==> src/rtl/flash_cmd_pkg.sv <==
package flash_cmd_pkg;

  typedef enum logic [1:0] {
    MODE_ARRAY  = 2'd0,
    MODE_ID     = 2'd1,
    MODE_CFI    = 2'd2,
    MODE_STATUS = 2'd3
  } rd_mode_e;

  typedef enum logic [3:0] {
    OP_NONE        = 4'd0,
    OP_PROG        = 4'd1,
    OP_DPROG       = 4'd2,
    OP_ERASE_BLK   = 4'd3,
    OP_ERASE_BANK  = 4'd4,
    OP_ERASE_GO    = 4'd5,
    OP_ERASE_ABORT = 4'd6,
    OP_SUSPEND     = 4'd7,
    OP_RESUME      = 4'd8
  } op_e;

  typedef enum logic [3:0] {
    S_IDLE, S_UL1, S_SETUP, S_CFG, S_PDATA, S_DW1, S_DW2, S_EUL1,
    S_EUL2, S_ECONF, S_ETMO, S_ERASING, S_SUSP, S_RUN, S_BYP, S_BYPX
  } seq_st_e;

  typedef struct packed {
    logic       ul1;
    logic       ul2;
    logic       at_key;
    logic       at_cfi;
    logic [7:0] cmd;
  } wr_class_t;

  localparam logic [7:0] C_UL1   = 8'hAA;
  localparam logic [7:0] C_UL2   = 8'h55;
  localparam logic [7:0] C_ID    = 8'h90;
  localparam logic [7:0] C_CFI   = 8'h98;
  localparam logic [7:0] C_RESET = 8'hF0;
  localparam logic [7:0] C_CFG   = 8'h60;
  localparam logic [7:0] C_CFGOK = 8'h03;
  localparam logic [7:0] C_BYP   = 8'h20;
  localparam logic [7:0] C_PROG  = 8'hA0;
  localparam logic [7:0] C_DPROG = 8'h40;
  localparam logic [7:0] C_ESET  = 8'h80;
  localparam logic [7:0] C_EBLK  = 8'h30;
  localparam logic [7:0] C_EBANK = 8'h10;
  localparam logic [7:0] C_SUSP  = 8'hB0;
  localparam logic [7:0] C_BYPX  = 8'h00;

endpackage

==> src/rtl/flash_cmd_decode.sv <==
module flash_cmd_decode
  import flash_cmd_pkg::*;
#(
  parameter int KEY_AW = 11
) (
  input  logic [KEY_AW-1:0] key_addr,
  input  logic [7:0]        cmd_byte,
  output wr_class_t         cls
);
  localparam logic [KEY_AW-1:0] KEY_A1  = KEY_AW'(12'h555);
  localparam logic [KEY_AW-1:0] KEY_A2  = KEY_AW'(12'h2AA);
  localparam logic [KEY_AW-1:0] CFI_ADR = KEY_AW'(12'h055);

  always_comb begin
    cls.cmd    = cmd_byte;
    cls.at_key = (key_addr == KEY_A1);
    cls.at_cfi = (key_addr == CFI_ADR);
    cls.ul1    = (key_addr == KEY_A1) && (cmd_byte == C_UL1);
    cls.ul2    = (key_addr == KEY_A2) && (cmd_byte == C_UL2);
  end
endmodule

==> src/rtl/flash_erase_tmo.sv <==
module flash_erase_tmo #(
  parameter int LIMIT = 4096
) (
  input  logic clk,
  input  logic rst,
  input  logic run,
  input  logic restart,
  output logic expired
);
  localparam int CW = $clog2(LIMIT + 1);
  logic [CW-1:0] cnt;

  always_ff @(posedge clk) begin
    if (rst || !run || restart) cnt <= '0;
    else                        cnt <= cnt + 1'b1;
  end

  assign expired = run && (cnt == CW'(LIMIT - 1));
endmodule

==> src/rtl/flash_cmd_seq.sv <==
module flash_cmd_seq
  import flash_cmd_pkg::*;
#(
  parameter int ADDR_W        = 19,
  parameter int DATA_W        = 16,
  parameter int KEY_AW        = 11,
  parameter int CFG_BIT       = 10,
  parameter int ERASE_TMO_CYC = 4096
) (
  input  logic              clk,
  input  logic              rst,
  input  logic              wr_valid,
  input  logic [ADDR_W-1:0] wr_addr,
  input  logic [DATA_W-1:0] wr_data,
  input  logic              eng_done,
  output logic [1:0]        rd_mode,
  output logic              op_valid,
  output logic [3:0]        op_code,
  output logic [ADDR_W-1:0] op_addr,
  output logic [DATA_W-1:0] op_data,
  output logic [DATA_W-1:0] op_data2,
  output logic              cfg_pd
);
  localparam int BANK_BIT = ADDR_W - 1;

  wr_class_t         cls;
  seq_st_e           st, st_n;
  rd_mode_e          mode, mode_n;
  op_e               opc, opc_n;
  logic              opv, opv_n;
  logic [ADDR_W-1:0] opa, opa_n, dwa, dwa_n;
  logic [DATA_W-1:0] opd, opd_n, opd2, opd2_n, dwd, dwd_n;
  logic              byp, byp_n, sus, sus_n, blk, blk_n, ebank, ebank_n;
  logic              cfg, cfg_n;
  logic              bad, tmo_restart, tmo_exp;

  flash_cmd_decode #(.KEY_AW(KEY_AW)) u_dec (
    .key_addr (wr_addr[KEY_AW-1:0]),
    .cmd_byte (wr_data[7:0]),
    .cls      (cls)
  );

  flash_erase_tmo #(.LIMIT(ERASE_TMO_CYC)) u_tmo (
    .clk     (clk),
    .rst     (rst),
    .run     (st == S_ETMO),
    .restart (tmo_restart),
    .expired (tmo_exp)
  );

  always_comb begin
    st_n = st;  mode_n = mode;  byp_n = byp;  sus_n = sus;
    blk_n = blk;  ebank_n = ebank;  dwa_n = dwa;  dwd_n = dwd;
    cfg_n = cfg;  opv_n = 1'b0;  opc_n = OP_NONE;
    opa_n = opa;  opd_n = opd;  opd2_n = opd2;
    bad = 1'b0;  tmo_restart = 1'b0;
    case (st)
      S_IDLE: if (wr_valid) begin
        if (cls.ul1)                            st_n = S_UL1;
        else if (cls.cmd == C_RESET)            mode_n = MODE_ARRAY;
        else if (cls.cmd == C_CFI && cls.at_cfi) mode_n = MODE_CFI;
        else                                    bad = 1'b1;
      end
      S_UL1: if (wr_valid) begin
        if (cls.ul2) st_n = S_SETUP;
        else         bad = 1'b1;
      end
      S_SETUP: if (wr_valid) begin
        if (sus) begin
          if (cls.at_key && cls.cmd == C_PROG) st_n = S_PDATA;
          else                                 bad = 1'b1;
        end else if (cls.at_key && cls.cmd == C_ID) begin
          mode_n = MODE_ID;  st_n = S_IDLE;
        end else if (cls.at_cfi && cls.cmd == C_CFI) begin
          mode_n = MODE_CFI;  st_n = S_IDLE;
        end else if (cls.cmd == C_RESET) begin
          mode_n = MODE_ARRAY;  st_n = S_IDLE;
        end else if (cls.at_key && cls.cmd == C_CFG)   st_n = S_CFG;
        else if (cls.at_key && cls.cmd == C_BYP) begin
          byp_n = 1'b1;  mode_n = MODE_ARRAY;  st_n = S_BYP;
        end else if (cls.at_key && cls.cmd == C_PROG)  st_n = S_PDATA;
        else if (cls.at_key && cls.cmd == C_DPROG) st_n = S_DW1;
        else if (cls.at_key && cls.cmd == C_ESET)  st_n = S_EUL1;
        else bad = 1'b1;
      end
      S_CFG: if (wr_valid) begin
        if (cls.cmd == C_CFGOK) begin
          cfg_n = wr_addr[CFG_BIT];  mode_n = MODE_ARRAY;  st_n = S_IDLE;
        end else bad = 1'b1;
      end
      S_PDATA: if (wr_valid) begin
        opv_n = 1'b1;  opc_n = OP_PROG;  opa_n = wr_addr;  opd_n = wr_data;
        mode_n = MODE_STATUS;  st_n = S_RUN;
      end
      S_DW1: if (wr_valid) begin
        dwa_n = wr_addr;  dwd_n = wr_data;  st_n = S_DW2;
      end
      S_DW2: if (wr_valid) begin
        if (wr_addr[ADDR_W-1:1] == dwa[ADDR_W-1:1] && wr_addr[0] != dwa[0]) begin
          opv_n = 1'b1;  opc_n = OP_DPROG;  opa_n = dwa;  opd_n = dwd;
          opd2_n = wr_data;  mode_n = MODE_STATUS;  st_n = S_RUN;
        end else bad = 1'b1;
      end
      S_EUL1: if (wr_valid) begin
        if (cls.ul1) st_n = S_EUL2;
        else         bad = 1'b1;
      end
      S_EUL2: if (wr_valid) begin
        if (cls.ul2) st_n = S_ECONF;
        else         bad = 1'b1;
      end
      S_ECONF: if (wr_valid) begin
        if (cls.cmd == C_EBLK) begin
          opv_n = 1'b1;  opc_n = OP_ERASE_BLK;  opa_n = wr_addr;
          ebank_n = wr_addr[BANK_BIT];  blk_n = 1'b1;
          mode_n = MODE_STATUS;  st_n = S_ETMO;
        end else if (cls.cmd == C_EBANK) begin
          opv_n = 1'b1;  opc_n = OP_ERASE_BANK;  opa_n = wr_addr;
          blk_n = 1'b0;  mode_n = MODE_STATUS;  st_n = S_ERASING;
        end else bad = 1'b1;
      end
      S_ETMO: begin
        if (wr_valid && cls.cmd == C_EBLK && wr_addr[BANK_BIT] == ebank) begin
          opv_n = 1'b1;  opc_n = OP_ERASE_BLK;  opa_n = wr_addr;
          tmo_restart = 1'b1;
        end else if (wr_valid && (cls.cmd == C_EBLK || cls.cmd == C_RESET)) begin
          opv_n = 1'b1;  opc_n = OP_ERASE_ABORT;  opa_n = wr_addr;
          mode_n = MODE_ARRAY;  st_n = S_IDLE;
        end else if (tmo_exp) begin
          opv_n = 1'b1;  opc_n = OP_ERASE_GO;  st_n = S_ERASING;
        end
      end
      S_ERASING: begin
        if (eng_done) begin
          mode_n = MODE_ARRAY;  blk_n = 1'b0;  st_n = S_IDLE;
        end else if (wr_valid && blk && cls.cmd == C_SUSP) begin
          opv_n = 1'b1;  opc_n = OP_SUSPEND;  opa_n = wr_addr;
          sus_n = 1'b1;  mode_n = MODE_ARRAY;  st_n = S_SUSP;
        end
      end
      S_SUSP: if (wr_valid) begin
        if (cls.cmd == C_EBLK) begin
          opv_n = 1'b1;  opc_n = OP_RESUME;  opa_n = wr_addr;
          sus_n = 1'b0;  mode_n = MODE_STATUS;  st_n = S_ERASING;
        end else if (cls.ul1) st_n = S_UL1;
      end
      S_RUN: if (eng_done) begin
        mode_n = MODE_ARRAY;
        st_n   = byp ? S_BYP : (sus ? S_SUSP : S_IDLE);
      end
      S_BYP: if (wr_valid) begin
        if (cls.cmd == C_PROG)       st_n = S_PDATA;
        else if (cls.cmd == C_DPROG) st_n = S_DW1;
        else if (cls.cmd == C_ID)    st_n = S_BYPX;
        else                         bad = 1'b1;
      end
      S_BYPX: if (wr_valid) begin
        if (cls.cmd == C_BYPX) begin
          byp_n = 1'b0;  mode_n = MODE_ARRAY;  st_n = S_IDLE;
        end else bad = 1'b1;
      end
      default: st_n = S_IDLE;
    endcase
    if (bad) begin
      byp_n  = 1'b0;
      mode_n = MODE_ARRAY;
      st_n   = sus ? S_SUSP : S_IDLE;
    end
  end

  always_ff @(posedge clk) begin
    if (rst) begin
      st <= S_IDLE;  mode <= MODE_ARRAY;  opv <= 1'b0;  opc <= OP_NONE;
      opa <= '0;  opd <= '0;  opd2 <= '0;  dwa <= '0;  dwd <= '0;
      byp <= 1'b0;  sus <= 1'b0;  blk <= 1'b0;  ebank <= 1'b0;  cfg <= 1'b0;
    end else begin
      st <= st_n;  mode <= mode_n;  opv <= opv_n;  opc <= opc_n;
      opa <= opa_n;  opd <= opd_n;  opd2 <= opd2_n;  dwa <= dwa_n;  dwd <= dwd_n;
      byp <= byp_n;  sus <= sus_n;  blk <= blk_n;  ebank <= ebank_n;  cfg <= cfg_n;
    end
  end

  assign rd_mode  = mode;
  assign op_valid = opv;
  assign op_code  = opc;
  assign op_addr  = opa;
  assign op_data  = opd;
  assign op_data2 = opd2;
  assign cfg_pd   = cfg;
endmodule

==> config.mk <==
export PLATFORM = sky130hd
export DESIGN_NAME = flash_cmd_seq
export DESIGN_NICKNAME = d
export VERILOG_FILES = /design/src/rtl/flash_cmd_pkg.sv /design/src/rtl/flash_cmd_decode.sv /design/src/rtl/flash_erase_tmo.sv /design/src/rtl/flash_cmd_seq.sv
export SDC_FILE = /design/constraint.sdc
export NUM_CORES = 1
export LEC_CHECK = 0
export BUFFER_PORTS_ARGS = -buffer_cell sky130_fd_sc_hd__buf_2
export CAP_MARGIN = 20
export CORE_UTILIZATION = 25
export DETAILED_ROUTE_END_ITERATION = 7
export GPL_TIMING_DRIVEN = 1
export PLACE_DENSITY_LB_ADDON = 0.08
export SYNTH_ARGS = -nofsm -noshare
export SYNTH_HDL_FRONTEND = slang
export SYNTH_SLANG_ARGS = --single-unit
==> constraint.sdc <==
create_clock -name clk -period 6.7 [get_ports clk]
set_clock_uncertainty 0.1 [all_clocks]
set_input_delay 0.67 -clock clk [delete_from_list [all_inputs] [get_ports clk]]
set_output_delay 0.67 -clock clk [all_outputs]
set_load 0.005 [all_outputs]
; ---- Word level (Yosys, flattened, before mapping)
; Cells that the tools add are included.
[word_totals]
inputBits = 39
reg_bits = 115
out_inout_bits = 59
wordCells = 326
[classes]
addsub = 1
n_mux = 175
n_eq_ne = 94
reduce_logical = 41
[ops]
columns = op, count
row1 = $mux W19, 12
row2 = $mux W4, 47
row3 = $pmux W19 S6, 1
row4 = $ne A3 B3 Y1 const B, 25
row5 = $mux W1, 65
row6 = $pmux W4 S16, 1
row7 = $mux W2, 30
row8 = $eq A8 B8 Y1 const B, 7
row9 = $ne A2 B2 Y1 const B, 25
row10 = $mux W16, 3
row11 = $eq A4 B4 Y1 const B, 8
row12 = $pmux W16 S2, 1
row13 = $reduce_and A27 Y1, 1
row14 = $eq A8 B7 Y1 const B, 3
row15 = $mux W3, 8
row16 = $pmux W4 S6, 1
row17 = $reduce_and A23 Y1, 1
row18 = $pmux W2 S11, 1
row19 = $eq A18 B18 Y1, 1
row20 = $eq A4 B3 Y1 const B, 4
row21 = $eq A8 B6 Y1 const B, 2
row22 = $logic_and A1 B1 Y1, 16
row23 = $ne A4 B4 Y1 const B, 4
row24 = $ne A5 B5 Y1 const B, 3
row25 = other kinds (29), 41

; ---- Depth between registers and ports, before layout
; Gate-level depths: netlist of run 1.
[logic_depth]
word_depth = 15
depth_mapped = 11
ltp_nobuf = 8

; ---- By module
; A second synthesis of run 1 with hierarchy kept.
[unflattened]
cells_unflattened = 770
area_unflattened_um2 = 6178.4
[by_module_without_submodules]
columns = module, cells_per_inst, seq_area_each_um2, instances, area_per_inst_um2
row1 = flash_cmd_seq, 679, 2042.0, 1, 5378.9
row2 = flash_erase_tmo, 65, 260.2, 1, 601.8
row3 = flash_cmd_decode, 26, 0.0, 1, 197.7

; ---- Worst setup path before layout of run 1
; No wires, ideal clock.
[synth_path]
kind = input-to-reg
startpoint = in wr_data[1]
endpoint = reg opa[10], in the netlist op_addr[10]
t_required_ps = 6512
n_path_buf = 3
arrival_ps = 2889
stages = 10
setup_time_ps = 88
slack_ps = 3623
path_cell_list = buf_6 -> or4_4 -> nor3_4 -> a21oi_2 -> or4_4 -> a221oi_2 -> buf_6 -> buf_6 -> nor2_1 -> a311oi_2
[synth_between]
elab_chain_cells = 5
word_cells_on_any_way = 18
classes_between = 8 x eq/ne / 4 x mux / 6 x reduce/logical
[synth_rtl]
columns = element, line_no
row1 = start: declaration, flash_cmd_seq.sv:14  ; input logic [DATA_W-1:0] wr_data,
row2 = $eq A8 B6 Y1 / $eq A8 B8 Y1 (equally long branches), -
row3 = $logic_and A1 B1 Y1 / $logic_or A1 B1 Y1 (equally long branches), "flash_cmd_seq.sv:123, flash_cmd_seq.sv:126"
row4 = $logic_and A1 B1 Y1 (on tied branches), "flash_cmd_seq.sv:123, flash_cmd_seq.sv:126"
row5 = $ne A3 B3 Y1 (no line) / $mux W19 (equally long branches), -
row6 = $reduce_and A11 Y1 (no line) / $pmux W19 S6 (equally long branches), -
row7 = end signal: assignment, flash_cmd_seq.sv:178  ; opa <= opa_n; opd <= opd_n; opd2 <= opd2_n; dwa <= dwa_n; dwd <= dwd_n;
row8 = end: declaration, flash_cmd_seq.sv:31  ; logic [ADDR_W-1:0] opa, opa_n, dwa, dwa_n;
; Several ways; a longest one is shown, not always the timed one. The select of a mux whose other input is x is not followed.
; A chain may end at the register's enable or synchronous reset.

; ---- Worst setup path in the final report of run 1
[layout_path]
startpoint = reg st[0]
endpoint = reg opa[7], in the netlist op_addr[7]
[layout_between]
elab_chain_cells = 3
word_cells_on_any_way = 19
classes_between = 16 x eq/ne / 1 x mux / 2 x reduce/logical
[layout_rtl]
columns = element, line_no
row1 = start: declaration, flash_cmd_seq.sv:27  ; seq_st_e st, st_n;
row2 = start signal: assignment, flash_cmd_seq.sv:177  ; st <= st_n; mode <= mode_n; opv <= opv_n; opc <= opc_n;
row3 = $eq A4 B4 Y1 / $eq A4 B3 Y1 (equally long branches), flash_cmd_seq.sv:57  ; case (st)
row4 = $reduce_bool A6 Y1 (no line) (tied with other cells), -
row5 = $reduce_and A11 Y1 (no line), -
; Several ways; a longest one is shown, not always the timed one.

==> Implementation_results.wiki, run 1 <==
{| class="wikitable"
! Metric !! Value
|-
| Result of the run || finished, final reports clean
|-
| Depth of the critical timing path with buffers and inverters included || 9
|-
| Count of unresolved DRC violations after routing || 0
|-
| Top achievable clock speed || approximately 0.28 GHz
|-
| Clock share of power || 0.484
|-
| Detailed Place HPWL || roughly 14 mm
|-
| PwrDens || between 200 and 300 nW/um^2
|-
| Synthesized cell area || 5860 um^2
|-
| Yosys warnings || 0
|-
| WP data required || approximately 6.9 ns
|-
| Proportion of synthesized flip-flops having asynchronous set or reset || 0
|-
| Period utilisation layout || 0.542
|-
| TritonCTS clock tree || built
|-
| Portion of synthesized cell area occupied by the leading cell type || 0.393
|-
| Type of the setup path with the least slack || reg2reg
|-
| FF-to-FF path depth || 9
|-
| Most common flop cell mapped by yosys || sky130_fd_sc_hd__dfxtp_1
|-
| Pin count of the biggest net entering global routing || a little under 70
|-
| Violation count after the first detailed-routing iteration || 274
|-
| Num CTS Buffers || 17
|-
| Number of enable flip-flop cells after synthesis || 0
|-
| Hold-critical path endpoint || dwd[6]
|-
| CTS Hold Bufs || 0
|-
| Measured slew at the worst slew-check pin || about 1.1 ns
|-
| Share of the yosys chip area belonging to registers || 0.393
|-
| End of the worst register-to-register path || op_addr[7]
|-
| Number of detailed-routing iterations run before antenna repair || 5
|-
| Vias in the first global route || 5818
|-
| Met3 wire length || 1.10 mm
|-
| Most frequent cells after synthesis || sky130_fd_sc_hd__nand2_1, sky130_fd_sc_hd__dfxtp_1, sky130_fd_sc_hd__nor2_1
|-
| Portion of total power attributed to combinational logic || 0.144
|-
| Post-Synthesis Cells || around 770
|-
| Gp weighted congestion || 0.901
|-
| Post-CTS setup repair buffer count || 0
|-
| Leading area contributor after synthesis || sky130_fd_sc_hd__dfxtp_1
|-
| Worst voltage drop across the vdd grid || approximately 0.13 mV
|-
| Clk Tree Root Cell || sky130_fd_sc_hd__clkbuf_16
|-
| Number of sinks driven by the clock tree || 115
|-
| Post-route antenna net violation count || 0
|-
| Unique cell type count in the Yosys netlist || 64
|-
| Largest fanout on the critical path || 38
|-
| Start point of the worst min-delay path || dwd[6]
|-
| Share of total power consumed by net switching || 0.281
|-
| FP Rows || 55
|-
| Design internal power || around 1.4 mW
|-
| Buffer and inverter count on the worst path || 2
|-
| Total Routed Length || 20.0 mm
|-
| Proportion of power drawn by flip-flops and latches || 0.372
|-
| Uppermost layer routed || met4
|-
| Final hold vios || 0
|-
| Final Instance Area || 7250 um^2
|-
| Overall die area || 24100 um^2
|-
| Slew Limit Headroom || 0.285
|-
| Fin. max-slew vios || 0
|-
| Reg2reg setup slack || slightly above 3 ns
|-
| Initial antenna violation count || 0
|-
| Kind of cell with the highest combined delay on the critical path || simple AND/OR/NAND/NOR gates
|-
| Clock network latency to the later pin of the worst-skew pair || around 0.42 ns
|-
| Fin nets || 886
|-
| I/O pin cnt || 98
|-
| Slowest cell on crit path || sky130_fd_sc_hd__dfxtp_1
|-
| Length of routed met2 wiring || ~9 mm
|-
| Unrepaired setup endpoints after global routing || false
|-
| Remaining Overflow, GRT || 0
|-
| Psw || ~550 uW
|-
| Cell-by-cell trace of the critical path || nor2_1 > nand3_1 > buf_4 > a21oi_1 > or4_4 > a221oi_4 > buf_4 > nor2_1 > a311oi_2
|-
| Classification of the worst-slack hold path || reg2reg
|-
| Max Cap Violations || 0
|-
| Starting Density || 0.257
|-
| Routed wire per std cell || 17.1 um
|-
| Synthesized area divided by synthesized cell count || 7.58 um^2
|-
| Finish-stage setup viols || 0
|-
| Count of H-tree levels built during CTS || 4
|-
| Via count normalized by instance count || 4.94
|-
| Net count of the mapped netlist || 813
|-
| Die X-Extent || 155 um
|-
| Cell count of the worst hold path || 2
|-
| # diodes || 0
|-
| Chip Height || 155 um
|-
| Post-detailed-placement cell area || 6600 um^2
|-
| Worst path max stage delay || 0.75 ns
|-
| Via count || 5795
|-
| First-pass GRT wire length || 32.0 mm
|-
| Total global routing track utilization || 0.172
|-
| Deepest clock path buffer count || 2
|-
| Placeable core region || roughly 23000 um^2
|-
| Critical path arrival || ~3.9 ns
|-
| Number of input and output port buffers inserted || a little under 100
|-
| Leakage dissipation || 2.84 nW
|-
| DRT met1 WL || 9.42 mm
|-
| Cell types occupying the most area after synthesis || sky130_fd_sc_hd__dfxtp_1, sky130_fd_sc_hd__nand2_1, sky130_fd_sc_hd__a21oi_1
|-
| Flop and latch count out of synthesis || roughly 120
|-
| Setup tns final || 0 ns
|-
| Crit path time final || 3.63 ns
|-
| Type of element launching the critical path || flop
|-
| Clock transition at the registers of the reported paths || 0.06 ns
|-
| Area growth syn-to-layout || 23.6%
|-
| Start of the worst register-to-register path || st[0]
|-
| Share of layout cells above drive strength 1 || 0.189
|-
| Crit path capture type || flop
|-
| Resize count post-CTS || 0
|-
| Cell with the most instances after synthesis || sky130_fd_sc_hd__nand2_1
|}
worst register-to-register path: cells and delay by family (launching register included):
kind | cells | cell delay, ns
simple gates | 4 | 1.18
buf+inv | 2 | 0.87
flops | 1 | 0.75
compound gates | 3 | 0.65
cells in the final DEF, fill, tap and decap left out, drive strengths merged, types with 4 or more instances in the layout:
cell      n
a21oi    85
a311oi   19
a31oi     7
and2      4
and3      7
buf     110
clkbuf   18
clkinv    8
dfxtp   115
inv      11
mux2i    20
nand2   163
nand2b    7
nand3    23
nand4    14
nor2    106
nor2b     5
nor3     14
nor4      9
o211ai    4
o21ai    19
or4       6
xnor2    19
xor2     11
power by group through the flow:
| stage | logic [mW] | registers [mW] | clock network [mW] |
|---|---|---|---|
| after detailed placement | 0.281 | 0.749 | 0 |
| after global placement | 0.282 | 0.748 | 0 |
| final | 0.284 | 0.734 | 0.955 |
| after CTS | 0.282 | 0.734 | 0.984 |
| after floorplan | 0.184 | 0.745 | 0 |
| after global routing | 0.318 | 0.737 | 1.01 |
metrics by stage:
step | total power, mW | instances | utilization | hold WS, ns | worst slack, ns
6_report | 1.97 | 1172 | 0.317 | 0.356 | 3.07
5_1_grt | 2.07 | 1172 | 0.317 | 0.374 | 2.81
4_1_cts | 2.00 | 1171 | 0.316 | 0.357 | 3.06
3_5_place_dp | 1.03 | 1139 | 0.289 | 0.348 | 3.07
3_3_place_gp | 1.03 | 1139 | 0.289 | 0.344 | 3.13
2_1_floorplan | 0.929 | 773 | - | 0.337 | 3.62
layer usage:
metal | vias up | GRT usage
met2 | 199 | 0.276
met5 | - | 0
li1 | 2845 | -
met3 | 30 | 0.0357
met4 | 0 | 0.0736
met1 | 2721 | 0.224
worst max-delay path by stage:
| stage | end | from | slack (ns) |
|---|---|---|---|
| finish | op_addr[7] | st[0] | 3.07 |
| detailed placement | op_addr[9] | wr_data[0] | 3.07 |
| global route | op_addr[6] | st[0] | 2.81 |
| global placement | op_addr[13] | wr_data[0] | 3.13 |
| CTS | op_addr[9] | st[0] | 3.06 |
| floorplan | op_addr[10] | wr_data[1] | 3.62 |
registers in the layout, summed over array words and instances, names as in the netlist, 2 cells and up:
register and count:
dwa 19, dwd 16, op_addr 19, op_code 4
op_data2 16, op_data 16, u_tmo.cnt 13, rd_mode 2
st 4
final cells by class:
cell class                      instances  area, um^2
Tap cell                              313         392
Sequential cell                       115        2300
Clock inverter                         14         178
Timing Repair Buffer                  110         606
Inverter                                8        30.0
Fill cell                            2507       15600
Clock buffer                           18         439
Multi-Input combinational cell        594        3300
cell families after synthesis:
family,share of synthesized area
adder cells (fa/ha/maj),0.00384
AO/OA/AOI/OAI,0.185
buffers and inverters,0.0467
XOR/XNOR,0.0448
multiplexers,0.0342
AND/OR/NAND/NOR,0.293
flip-flops,0.393
Note: power is estimated with default switching activity, not from simulation.
==> run 2, diff against run 1 <==
- clock period: 6.7 -> 3.4 ns (I/O delays scaled with it)
==> run 2 against run 1 <==
Effect of this change:
- first-iteration DRC count rose by 30%
- highest routed layer unchanged
- setup slack got worse by 2.6 ns
- count of clock-buffer cells in the layout did not move
- fmax rose by 24%
- critical endpoint is now byp
==> Implementation_results.wiki, run 2 (synthesis gave the netlist of run 1 again) <==
{| class="wikitable"
! Metric !! Value
|-
| Result of the run || finished, final reports clean
|-
| Routed wire per std cell || between 15 and 20 um
|-
| First-pass GRT wire length || around 32 mm
|-
| Post-route worst setup slack || 0.466 ns
|-
| Clk Tree Root Cell || sky130_fd_sc_hd__clkbuf_16
|-
| Number of sinks driven by the clock tree || 115
|-
| Violation count after the first detailed-routing iteration || ~360
|-
| Most common cell after layout, fill and taps aside || sky130_fd_sc_hd__nand2_1
|-
| Worst setup slack before clock tree synthesis || roughly 0.25 ns
|-
| Via count normalized by instance count || 4.88
|-
| Crit path time final || between 2 and 3 ns
|-
| Worst voltage drop across the vdd grid || 0.246 mV
|-
| Fin. max-slew vios || 0
|-
| Via count || 5832
|-
| Total Routed Length || between 20 and 25 mm
|-
| Post-CTS setup repair buffer count || 0
|-
| Number of input and output port buffers inserted || 97
|-
| Max Cap Violations || 0
|-
| Largest fanout on the critical path || 12
|-
| Vias in the first global route || 5744
|-
| Total of fill cells in the finished design || 2482
|-
| Placeable core region || approximately 23000 um^2
|-
| Final non-filler cell total || 1196
|-
| Die X-Extent || 155 um
|-
| I/O pin cnt || 98
|-
| Deepest clock path buffer count || 2
|-
| Critical path arrival || 3.17 ns
|-
| Resize count post-CTS || 0
|-
| Gp weighted congestion || around 0.89
|-
| Post-route worst hold slack || 0.0831 ns
|-
| Count of unresolved DRC violations after routing || 0
|-
| Remaining Overflow, GRT || 0
|-
| Measured slew at the worst slew-check pin || 0.761 ns
|-
| Post-route antenna net violation count || 0
|-
| Num CTS Buffers || 17
|-
| Count of H-tree levels built during CTS || 4
|-
| Slew Limit Headroom || 0.488
|-
| Overall die area || about 24000 um^2
|-
| Starting Density || 0.257
|-
| CTS Hold Bufs || 0
|-
| WP data required || roughly 3.6 ns
|-
| Share of layout cells above drive strength 1 || 0.210
|-
| Initial antenna violation count || 0
|-
| Final hold vios || 0
|-
| Post-detailed-placement cell area || 6840 um^2
|-
| # diodes || 0
|-
| Classification of the worst-slack hold path || in2reg
|-
| FP Rows || 55
|-
| Crit path capture type || flop
|-
| Area growth syn-to-layout || 26.6%
|-
| Number of placed instances, taps included || around 1200
|-
| Fin nets || 910
|-
| Number of detailed-routing iterations run before antenna repair || 5
|-
| Detailed Place HPWL || 14.3 mm
|-
| Leakage dissipation || 2.94 nW
|-
| PwrDens || a little over 500 nW/um^2
|-
| Clock transition at the registers of the reported paths || 0.06 ns
|-
| Pin count of the biggest net entering global routing || 53
|-
| Type of the setup path with the least slack || reg2reg
|-
| Finish-stage setup viols || 0
|-
| Chip Height || roughly 160 um
|-
| Top library cells by usage in the layout, fill and taps aside || sky130_fd_sc_hd__nand2_1, sky130_fd_sc_hd__dfxtp_1, sky130_fd_sc_hd__nor2_1
|-
| Final Instance Area || 7420 um^2
|-
| TritonCTS clock tree || built
|-
| Top achievable clock speed || 0.341 GHz
|-
| Period utilisation layout || 0.863
|-
| Total global routing track utilization || 0.174
|-
| Unrepaired setup endpoints after global routing || false
|-
| Type of element launching the critical path || flop
|-
| Setup tns final || 0 ns
|-
| Clock network latency to the later pin of the worst-skew pair || 0.42 ns
|}
==> run 2: changes by cell type in the layout (fill, tap and decap cells not counted), sizes merged <==
cell	delta
buf	+24
bufinv	-1
clkinv	-1
clkinvlp	+1
inv	+1
==> run 2: metrics by stage <==
stage	utilization	total power, mW
6_report	0.325	3.83
5_1_grt	0.325	4.01
4_1_cts	0.325	3.89
3_5_place_dp	0.299	2.07
3_3_place_gp	0.299	2.08
2_1_floorplan	-	1.83
==> run 2: path summary, 6_finish.rpt <==
kind / startpoint / endpoint / slack (ns) / depth (start not counted)
setup / recovery: st[0] / byp / 0.47 / 9
hold reg to reg: dwd[5] / dwd[5] / 0.35 / 2
setup reg to reg: st[0] / byp / 0.47 / 9
hold / removal: wr_addr[13] / dwa[13] / 0.08 / 3
==> run 2: layout make-up <==
cell class	count	area, um^2	share of cell area
Multi-Input combinational cell	594	3300	0.445
Sequential cell	115	2300	0.310
Timing Repair Buffer	134	816	0.110
Clock buffer	18	429	0.0578
Tap cell	313	392	0.0528
Clock inverter	14	153	0.0206
Inverter	8	30.0	0.00405
==> run 2: metal layers <==
layer  track usage  part of all wire  up-vias
li1              -                 -     2889
met5             0                 0        -
met3        0.0343             0.052       24
met4        0.0627             0.016        0
met2         0.276              0.46      175
met1         0.233              0.47     2744
==> run 2: critical path, stage by stage (launching register included) <==
cell                       delay, ns
sky130_fd_sc_hd__dfxtp_1        0.44
sky130_fd_sc_hd__buf_4          0.23
sky130_fd_sc_hd__inv_1          0.23
sky130_fd_sc_hd__o21a_1         0.18
sky130_fd_sc_hd__o32a_1         0.14
sky130_fd_sc_hd__o211ai_1       0.08
sky130_fd_sc_hd__nor4_1         0.65
sky130_fd_sc_hd__a21oi_1        0.27
sky130_fd_sc_hd__or2_2          0.36
sky130_fd_sc_hd__nor3_1         0.17
==> run 2: report_power, final <==
| group | total, mW | internal (mW) | switching, mW |
|---|---|---|---|
| Sequential | 1.45 | 1.41 | 0.0463 |
| Clock | 1.78 | 1.09 | 0.698 |
| Combinational | 0.591 | 0.237 | 0.354 |
| Total | 3.83 | 2.73 | 1.10 |
==> run 3, diff against run 2 <==
- RECOVER_POWER: not set -> 50
==> run 3 against run 2 <==
Effect of this change:
- fmax down 1.2%
- via count rose by 0.63%
- sequential share of layout area rose by 0.32 points
- count of clock-buffer cells in the layout unchanged
- routed wire length is essentially flat
- global-route usage stayed put
- die area stayed put
- setup slack worse by 0.036 ns
- design area down 1.0%
==> Implementation_results.wiki, run 3 (synthesis gave the netlist of run 1 again) <==
{| class="wikitable"
! Metric !! Value
|-
| Result of the run || finished, final reports clean
|-
| Initial antenna violation count || 0
|-
| Resize count post-CTS || 0
|-
| I/O pin cnt || 98
|-
| Clock network latency to the later pin of the worst-skew pair || 0.42 ns
|-
| Measured slew at the worst slew-check pin || 0.856 ns
|-
| Cell count of the worst hold path || 3
|-
| Via count normalized by instance count || 4.91
|-
| Design internal power || 2.72 mW
|-
| Portion of total power attributed to combinational logic || 0.152
|-
| Type of element launching the critical path || flop
|-
| Deepest clock path buffer count || 2
|-
| Start point of the worst min-delay path || wr_addr[13]
|-
| Most common cell after layout, fill and taps aside || sky130_fd_sc_hd__nand2_1
|-
| Share of total power consumed by net switching || 0.288
|-
| Clock transition at the registers of the reported paths || roughly 0.06 ns
|-
| Proportion of power drawn by flip-flops and latches || 0.381
|-
| Clk Tree Root Cell || sky130_fd_sc_hd__clkbuf_16
|-
| Fin nets || 910
|-
| Total Power Consumption || 3.82 mW
|-
| Violation count after the first detailed-routing iteration || 370
|-
| Clock share of power || 0.467
|-
| FP Rows || 55
|-
| Worst voltage drop across the vdd grid || 0.247 mV
|-
| Max Cap Violations || 0
|-
| Slew Limit Headroom || 0.429
|-
| Overall die area || 24100 um^2
|-
| Psw || 1.10 mW
|-
| Leakage dissipation || 2.77 nW
|-
| Starting Density || 0.257
|-
| Crit path capture type || flop
|-
| Setup tns final || 0 ns
|-
| Type of the setup path with the least slack || reg2reg
|-
| Routed wire per std cell || 16.9 um
|-
| Hold-critical path endpoint || dwa[13]
|-
| Post-route antenna net violation count || 0
|-
| Crit path time final || 2.97 ns
|-
| CTS Hold Bufs || 0
|-
| Pin count of the biggest net entering global routing || 53
|-
| Top library cells by usage in the layout, fill and taps aside || sky130_fd_sc_hd__nand2_1, sky130_fd_sc_hd__dfxtp_1, sky130_fd_sc_hd__nor2_1
|-
| Post-CTS setup repair buffer count || 0
|-
| Remaining Overflow, GRT || 0
|-
| Finish-stage setup viols || 0
|-
| End of the worst register-to-register path || byp
|-
| Via count || 5869
|-
| Number of sinks driven by the clock tree || 115
|-
| Critical path arrival || between 3 and 4 ns
|-
| # diodes || 0
|-
| PwrDens || between 500 and 600 nW/um^2
|-
| Count of unresolved DRC violations after routing || 0
|-
| Start of the worst register-to-register path || st[0]
|-
| Reg2reg setup slack || 0.43 ns
|-
| Count of H-tree levels built during CTS || 4
|-
| Detailed Place HPWL || approximately 14 mm
|-
| Total Routed Length || 20.2 mm
|-
| Post-route worst hold slack || 0.0825 ns
|-
| Unrepaired setup endpoints after global routing || false
|-
| Total global routing track utilization || 0.174
|-
| Final hold vios || 0
|-
| Period utilisation layout || 0.873
|-
| Gp weighted congestion || roughly 0.9
|-
| Chip Height || 155 um
|-
| Die X-Extent || roughly 160 um
|-
| Number of input and output port buffers inserted || 97
|-
| Number of detailed-routing iterations run before antenna repair || 5
|-
| First-pass GRT wire length || 32.4 mm
|-
| WP data required || 3.64 ns
|-
| Classification of the worst-slack hold path || in2reg
|-
| TritonCTS clock tree || built
|-
| Num CTS Buffers || 17
|-
| Share of the core filled with cells in the final layout || 0.322
|-
| Top achievable clock speed || about 0.34 GHz
|-
| Area growth syn-to-layout || 25.3%
|-
| Fin. max-slew vios || 0
|-
| Share of layout cells above drive strength 1 || 0.165
|-
| Largest fanout on the critical path || 12
|-
| Placeable core region || 22800 um^2
|-
| Vias in the first global route || ~5700
|-
| FF-to-FF path depth || 9
|}
==> run 3: changes by cell type in the layout (fill, tap and decap cells not counted), sizes merged <==
cell    change
clkbuf     +40
buf        -40
==> run 3: final cells by class <==
cell class              count  area (um^2)
well taps                 313          392
clock buffers              18          429
repair buffers            134          739
clock inverters            14          153
inverters                   8         30.0
flip-flops and latches    115         2300
multi-input cells         594         3300
fillers                  2513        15500
==> run 3: per-stage QoR <==
step,area [um^2],cells,setup slack (ns)
finish,7350,1196,0.431
global route,7350,1196,0.257
CTS,7420,1196,0.486
detailed placement,6840,1164,0.247
global placement,6840,1164,0.316
floorplan,5860,773,0.653
==> run 3: worst max path at each step <==
stage / startpoint / endpoint / depth (start not counted)
floorplan: wr_data[1] / op_addr[10] / 10
global route: st[1] / rd_mode[0] / 9
global placement: wr_addr[6] / byp / 10
finish: st[0] / byp / 9
detailed placement: wr_addr[6] / byp / 10
CTS: dwa[17] / op_addr[16] / 9
==> run 3: metal layers <==
layer  share of wire  up-vias  GRT usage  wire length [um]
met3           0.056       26     0.0343              1120
met2            0.46      175      0.276              9330
met4           0.017        0     0.0627               347
li1                -     2892          -                 -
met5               0        -          0                 0
met1            0.47     2776      0.233              9400
==> run 3: worst max-delay path: stages, from the launching register on <==
cell                       delay, ns
sky130_fd_sc_hd__dfxtp_1        0.44
sky130_fd_sc_hd__clkbuf_1       0.26
sky130_fd_sc_hd__inv_1          0.28
sky130_fd_sc_hd__o21a_1         0.18
sky130_fd_sc_hd__o32a_1         0.15
sky130_fd_sc_hd__o211ai_1       0.09
sky130_fd_sc_hd__nor4_1         0.61
sky130_fd_sc_hd__a21oi_1        0.27
sky130_fd_sc_hd__or2_2          0.35
sky130_fd_sc_hd__nor3_1         0.17
==> run 3: power groups by stage <==
stage,Clock (mW),Combinational [mW],Sequential (mW)
floorplan,0,0.363,1.47
global placement,0,0.597,1.48
detailed placement,0,0.591,1.48
CTS,1.84,0.593,1.45
global route,1.89,0.640,1.46
finish,1.79,0.580,1.45
